===== src/rtl/txg_pkg.sv =====
package txg_pkg;

  typedef struct packed {
    logic thermal;
    logic timeout;
  } txg_fault_t;

  function automatic int unsigned eff_limit(int unsigned tmo_cyc, int unsigned khz);
    return (tmo_cyc < khz) ? khz : tmo_cyc;
  endfunction

endpackage


===== src/rtl/txg_txd_edge.sv =====
module txg_txd_edge (
  input  logic clk,
  input  logic rst_n,
  input  logic txd_i,
  output logic txd_low_o,
  output logic fall_o
);
  logic txd_q;

  always_ff @(posedge clk or negedge rst_n) begin
    if (!rst_n) txd_q <= 1'b1;
    else        txd_q <= txd_i;
  end

  assign txd_low_o = ~txd_i;
  assign fall_o    = txd_q & ~txd_i;
endmodule


===== src/rtl/txg_dom_timer.sv =====
module txg_dom_timer #(
  parameter int unsigned LIMIT = 16
) (
  input  logic clk,
  input  logic rst_n,
  input  logic txd_low_i,
  input  logic fall_i,
  output logic tmo_flt_o
);
  localparam int unsigned CW = $clog2(LIMIT + 1);
  localparam logic [CW-1:0] LIM_V = CW'(LIMIT);

  logic [CW-1:0] cnt;
  logic [CW-1:0] cnt_inc;

  assign cnt_inc = cnt + 1'b1;

  always_ff @(posedge clk or negedge rst_n) begin
    if (!rst_n) begin
      cnt       <= '0;
      tmo_flt_o <= 1'b0;
    end else if (!txd_low_i) begin
      cnt       <= '0;
      tmo_flt_o <= 1'b0;
    end else if (fall_i) begin
      cnt       <= CW'(1);
      tmo_flt_o <= (LIMIT == 1);
    end else if (cnt != LIM_V) begin
      cnt       <= cnt_inc;
      tmo_flt_o <= (cnt_inc == LIM_V);
    end
  end
endmodule


===== src/rtl/txg_ot_sync.sv =====
module txg_ot_sync #(
  parameter int unsigned STAGES = 2
) (
  input  logic clk,
  input  logic rst_n,
  input  logic ot_i,
  output logic ot_s_o
);
  logic [STAGES-1:0] sh;

  always_ff @(posedge clk or negedge rst_n) begin
    if (!rst_n) sh <= '0;
    else        sh <= {sh[STAGES-2:0], ot_i};
  end

  assign ot_s_o = sh[STAGES-1];
endmodule


===== src/rtl/txg_therm_latch.sv =====
module txg_therm_latch (
  input  logic clk,
  input  logic rst_n,
  input  logic ot_s_i,
  input  logic txd_high_i,
  output logic thm_flt_o
);
  always_ff @(posedge clk or negedge rst_n) begin
    if (!rst_n)                     thm_flt_o <= 1'b0;
    else if (ot_s_i)                thm_flt_o <= 1'b1;
    else if (txd_high_i)            thm_flt_o <= 1'b0;
  end
endmodule


===== src/rtl/txd_guard_top.sv =====
module txd_guard_top #(
  parameter int unsigned TIMEOUT_CYC = 80000,
  parameter int unsigned CLK_KHZ     = 40000,
  parameter int unsigned OT_SYNC     = 2
) (
  input  logic       clk,
  input  logic       rst_n,
  input  logic       txd_i,
  input  logic       ot_i,
  input  logic       tx_permit_i,
  output logic       drv_dom_o,
  output logic [1:0] fault_o
);
  import txg_pkg::*;

  localparam int unsigned LIM = eff_limit(TIMEOUT_CYC, CLK_KHZ);

  logic       txd_low;
  logic       fall;
  logic       ot_s;
  txg_fault_t flt;

  txg_txd_edge u_edge (
    .clk      (clk),
    .rst_n    (rst_n),
    .txd_i    (txd_i),
    .txd_low_o(txd_low),
    .fall_o   (fall)
  );

  txg_dom_timer #(.LIMIT(LIM)) u_timer (
    .clk      (clk),
    .rst_n    (rst_n),
    .txd_low_i(txd_low),
    .fall_i   (fall),
    .tmo_flt_o(flt.timeout)
  );

  generate
    if (OT_SYNC == 0) begin : g_ot_direct
      assign ot_s = ot_i;
    end else if (OT_SYNC == 1) begin : g_ot_one
      logic ot_q;
      always_ff @(posedge clk or negedge rst_n) begin
        if (!rst_n) ot_q <= 1'b0;
        else        ot_q <= ot_i;
      end
      assign ot_s = ot_q;
    end else begin : g_ot_chain
      txg_ot_sync #(.STAGES(OT_SYNC)) u_sync (
        .clk   (clk),
        .rst_n (rst_n),
        .ot_i  (ot_i),
        .ot_s_o(ot_s)
      );
    end
  endgenerate

  txg_therm_latch u_therm (
    .clk       (clk),
    .rst_n     (rst_n),
    .ot_s_i    (ot_s),
    .txd_high_i(~txd_low),
    .thm_flt_o (flt.thermal)
  );

  assign drv_dom_o = txd_low & tx_permit_i & ~flt.timeout & ~flt.thermal;
  assign fault_o   = flt;
endmodule


===== config.mk =====
export PLATFORM = sky130hd
export DESIGN_NAME = txd_guard_top
export DESIGN_NICKNAME = d
export VERILOG_FILES = /design/src/rtl/txg_pkg.sv /design/src/rtl/txg_txd_edge.sv /design/src/rtl/txg_dom_timer.sv /design/src/rtl/txg_ot_sync.sv /design/src/rtl/txg_therm_latch.sv /design/src/rtl/txd_guard_top.sv
export SDC_FILE = /design/constraint.sdc
export NUM_CORES = 1
export LEC_CHECK = 0
export ABC_AREA = 1
export BUFFER_PORTS_ARGS = -buffer_cell sky130_fd_sc_hd__buf_2
export CAP_MARGIN = 20
export CORE_MARGIN = 1.5
export CORE_UTILIZATION = 53
export DETAILED_ROUTE_END_ITERATION = 12
export PLACE_DENSITY = 0.74
export RECOVER_POWER = 25
export SETUP_SLACK_MARGIN = 0.05
export SLEW_MARGIN = 20
export SYNTH_ARGS = -nofsm -noshare
export SYNTH_HDL_FRONTEND = slang
export SYNTH_SLANG_ARGS = --single-unit
export TNS_END_PERCENT = 10

===== constraint.sdc =====
create_clock -name clk -period 1.4 [get_ports clk]
set_input_delay 0.07 -clock clk [delete_from_list [all_inputs] [get_ports clk]]
set_output_delay 0.07 -clock clk [all_outputs]
set_load 0.02 [all_outputs]

# After elaboration in Yosys (flattened, before gate mapping)
# Cells that the tools add are included.
# classes
n_mux	8
reduce_logical	2
n_bitwise	7
eq_ne	2
n_addsub	1
# ops
op	n
$mux 17	3
$add 17x1->17 const B	1
$eq 17x17->1 const B	1
$ne 17x17->1 const B	1
$mux 1	5
$and 1x1->1	4
$not 1->1	3
$reduce_bool 3->1	1
$reduce_bool 2->1	1
# word_totals
out_inout_bits	3
input_bits	5
regBits	22
elab_cells	25

# Longest topological paths before layout
# logic_depth
word_depth	5
ltp_mapped	13
ltp_nobuf	13

# By module
# Synthesis repeated with hierarchy kept, for this count alone.
# unflattened
cells_unflattened	182
area_unflattened_um2	1331.3
# modules_own_cells
mod	instances	area_per_inst_um2	seq_area_each_um2	cells_each
txg_dom_timer	1	1178.6	450.4	165
txg_ot_sync	1	50.0	50.0	2
txg_therm_latch	1	40.0	25.0	5
txg_txd_edge	1	40.0	26.3	4
txd_guard_top	1	22.5	0.0	6

# Least setup slack after synthesis
# Ideal clock, no wire load.
# synth_path
path_kind	reg-to-reg
start	register u_timer.cnt[0]
end	register u_timer.cnt[10]
arrival_time_ns	1.308
setup_ns	0.123
t_required_ns	1.277
setup_slack_ns	-0.031
stages_incl_launch_ff	10
n_path_buf	0
cell_sequence	dfrtp_1 inv_1 ha_1 nand2_1 nor3_1 nand3_2 inv_1 nor2_1 inv_2 a21oi_1
# synth_between
elab_chain_len	4
elab_cells_between_ends	6
classes_between	add/sub (1); eq/ne (1); mux (3); reduce/logical (1)
# synth_lines
item	line	text
from (decl)	txg_dom_timer.sv:13	logic [CW-1:0] cnt;
from (signal assigned)	txg_dom_timer.sv:29	cnt <= cnt_inc;
$add 17x1->17	txg_dom_timer.sv:16	assign cnt_inc = cnt + 1'b1;
$mux 17	txg_dom_timer.sv:28	end else if (cnt != LIM_V) begin
$mux 17	txg_dom_timer.sv:25	end else if (fall_i) begin
$mux 17	txg_dom_timer.sv:22	end else if (!txd_low_i) begin
# Parallel ways exist; a longest one is shown, timed or not. The select of a mux whose other input is x is not followed.
# A chain may end at the register's enable or synchronous reset.

# Final worst setup path
# layout_path
start	register u_timer.cnt[0]
end	register u_timer.tmo_flt_o
# layout_between
elab_chain_len	5
elab_cells_between_ends	7
classes_between	add/sub (1); eq/ne (2); mux (3); reduce/logical (1)
# layout_lines
item	line	text
$add 17x1->17	txg_dom_timer.sv:16	
$eq 17x17->1	txg_dom_timer.sv:30	tmo_flt_o <= (cnt_inc == LIM_V);
$mux 1	txg_dom_timer.sv:28	
$mux 1	txg_dom_timer.sv:25	
$mux 1	txg_dom_timer.sv:22	
to (signal assigned)	txg_dom_timer.sv:27	tmo_flt_o <= (LIMIT == 1);
to (signal assigned)	txg_dom_timer.sv:30	
to (decl)	txg_dom_timer.sv:8	output logic tmo_flt_o
# Parallel ways exist; a longest one is shown, timed or not. The select of a mux whose other input is x is not followed.

==> qor.tcl <==
set qor(drt_drc_violations_left) 0
set qor(min_path_type) {in2reg}
set qor(number_of_buffers_between_clock_root_and_the_deepest_sink) 2
set qor(hold_violations) 0
set qor(numPlacedInstances) 253
set qor(detail_route.iter0.violations) 46
set qor(final.min_clock_period_ns) 1.64
set qor(grt_overflow) 0
set qor(core_area_mm2) 0.00230
set qor(cellPowerDensity_mw_per_mm2) 616
set qor(worstPathArrival_ns) 1.90
set qor(layout.cells.most_common) {nand2_1}
set qor(vdd.ir_drop.worst_mv) 0.478
set qor(dp_hpwl_um) 2630
set qor(cts.reportedPaths.clkPinSlew_ns) 0.13
set qor(maximum_frequency_from_static_timing_analysis_mhz) 611
set qor(critical_path_peak_fanout) 4
set qor(cp_slowest_cell) {dfrtp_1}
set qor(instances_no_fill) 264
set qor(synthDominantAreaCellType) {dfrtp_1}
set qor(yosysWarningCount) 0
set qor(critical-path-max-stage-delay_ns) 0.44
set qor(drtPass1Iterations) 4
set qor(worst_skew_pair.late_latency_ns) 0.31
set qor(grt_antenna_before_repair) 0
set qor(initial_core_utilization) 0.580
set qor(yosys.cell_types.count) 20
set qor(finalWeightedCongestion) 0.958
set qor(post-place-ws_ns) -0.258
set qor(numPortBuffers) 7
set qor(vias) 1375
set qor(tritoncts.num_buffers) 3
set qor(crit_top_cell) {nand2_1}
set qor(run_status) {complete, but fails checks}
set qor(tritoncts) {done}
set qor(violations) {negative setup slack}
set qor(grt_pass1_wl_um) 5600
set qor(post_synth_instance_area_mm2) 0.00133
set qor(headroom_to_the_max_slew_limit) 0.629
set qor(antenna_diode_count) 0
set qor(max-cap-violations) 0
set qor(io-pin-count) 8
set qor(rows) 17
set qor(cts_root_buffer) {clkbuf_4}
set qor(design.final.nets) 244
set qor(synth.ff_latch_count) 22
set qor(synth_sequential_area_ratio) 0.414
set qor(worst-endpoint-required_ns) 1.66
set qor(postRouteWirelength_um) 3630
set qor(critical_path.cell_chain) {ha_4 > nand2_4 > nor2_4 > buf_6 > nand2_4 > nand2_2 > nor2_2 > nand2_2 > nor2_2 > nand2_1 > nor2_1 > nand2_1 > nand2_1}
set qor(critical_path_class) {reg2reg}
set qor(grt_max_degree) 23
set qor(most_frequent_cells_in_the_layout) {51 x nand2_1, 30 x inv_1, 28 x buf_4, 25 x nor2_1, 21 x dfrtp_1}
set qor(postLayoutSetupSlackWorst_ns) -0.238
set qor(leakage_nw) 0.877
set qor(via_count_normalized_by_instance_count) 5.21
set qor(rsz0062_at_grt) {true}
set qor(per_instance_average_area_after_synthesis_um2) 6.90
set qor(final_layout_size_suffix_gt1_frac) 0.297
set qor(slew_violations) 0
set qor(global_route.usage.total) 0.280
set qor(area_delta_synth_final_pct) 34.4
set qor(fin_skew_ns) 0.00859
set qor(design.die.area_mm2) 0.00282
set qor(top_area_cell_type_share_of_the_netlist_area) 0.395
set qor(worstSetupStartpointType) {flip-flop}
set qor(detail-route-antenna-nets) 0
set qor(clock-sinks) 22
set qor(worst_pin_slew_ns) 0.557
set qor(routedWlPerCell_um) 13.8
set qor(fp.dieH_um) 53.1
set qor(first_global_vias) 1272
set qor(net_count_after_synthesis) 200
set qor(ctsHtreeMaxLevel) 1
set qor(worst_setup_path_end_kind) {flip-flop}
set qor(chipWidth_um) 53.1
set qor(post_synth_main_area_contributors) {dfrtp_1 39%, nand2_1 16%, nor2_1 9.3%, inv_1 9.0%, nand3_1 4.5%}
set qor(finalSetupViolations) 16
set qor(final.period_utilization) 1.17
set qor(syn-instance-count) 193
[power breakdown]
part           internal, mW  switching [mW]
logic                0.0351          0.0480
registers             0.647         0.00856
clock network         0.159           0.206
[Yosys cell counts]
cell      number
nand2_1       55
nor2_1        33
inv_1         32
dfrtp_1       21
nand3_1       12
o21ai_0        7
nand4_1        5
a21oi_1        4
nor3_1         4
nand2_2        3
nand3_2        3
xor2_1         3
buf_4          2
ha_1           2
nor2_4         2
a21o_1         1
dfstp_2        1
inv_2          1
nor2_2         1
o211ai_1       1
[area by class of cell]
class / count / area (µm²)
clock buffers: 4 / 36.3
fillers: 171 / 508
inverters: 33 / 126
multi-input cells: 136 / 732
flip-flops and latches: 22 / 552
well taps: 28 / 35.0
repair buffers: 41 / 308
[per-stage QoR]
stage	util	cell area [µm²]	hold slack, ns	total power [mW]	setup TNS (ns)
after floorplan	-	1340	-0.226	0.693	0
after global placement	0.694	1590	0.0607	0.731	-0.735
after detailed placement	0.694	1590	0.0633	0.735	-1.77
after CTS	0.746	1710	0.100	1.10	-1.58
after global routing	0.779	1790	0.105	1.15	-2.95
final	0.779	1790	0.107	1.10	-1.42
[worst max-delay path, delay by kind of cell, from the launching register on]
kind                       cells  cell delay [ns]
adders and majority gates      1             0.20
buffers and inverters          1             0.12
DFF                            1             0.44
and+or+nand+nor               11             0.82
[path summary, 6_finish.rpt]
kind	start	to	slack (ns)	depth (start not counted)
min in group asynchronous	rst_n	u_timer.cnt[13]	0.26	2
max	u_timer.cnt[0]	u_timer.tmo_flt_o	-0.24	13
max in group asynchronous	rst_n	u_edge.txd_q	0.77	2
max reg2reg	u_timer.cnt[0]	u_timer.tmo_flt_o	-0.24	13
min	txd_i	u_therm.thm_flt_o	0.11	3
min reg2reg	g_ot_chain.u_sync.sh[0]	g_ot_chain.u_sync.sh[1]	0.37	0
[what timing repair did]
item / 4_1_cts / 5_1_grt
setup buffers: 4 / 2
hold buffers: 3 / 0
cloned: 0 / 0
gates resized for setup: 10 / 20
endpoints found under the setup margin: 16 / 18
pin swaps: 6 / 15
hold endpoints to repair: 23 / 0
[state kept, by name, summed over array words and instances, names as in the netlist]
signal and count:
u_edge.txd_q 1, u_timer.cnt 17, g_ot_chain.u_sync.sh 2, u_timer.tmo_flt_o 1, u_therm.thm_flt_o 1
[kinds of logic (layout without fill, tap and decap cells)]
family / count (synthesis) / in the layout / share of synthesized area
xor gates and xnor gates: 3 / 3 / 0.0197
buffers and inverters: 35 / 78 / 0.104
AOI/OAI and AO/OA: 13 / 13 / 0.0526
DFF: 22 / 22 / 0.414
and+or+nand+nor: 118 / 118 / 0.390
adders and majority gates: 2 / 2 / 0.0188
[routing by layer]
metal | up-vias | wire, µm | GRT usage | share of wire
met5 | - | 0 | 0 | 0
met2 | 42 | 1840 | 0.500 | 0.51
met4 | 0 | 72 | 0.0726 | 0.020
met1 | 641 | 1560 | 0.353 | 0.43
li1 | 682 | - | - | -
met3 | 10 | 165 | 0.0395 | 0.045
Power figures use the tool's default switching activity.
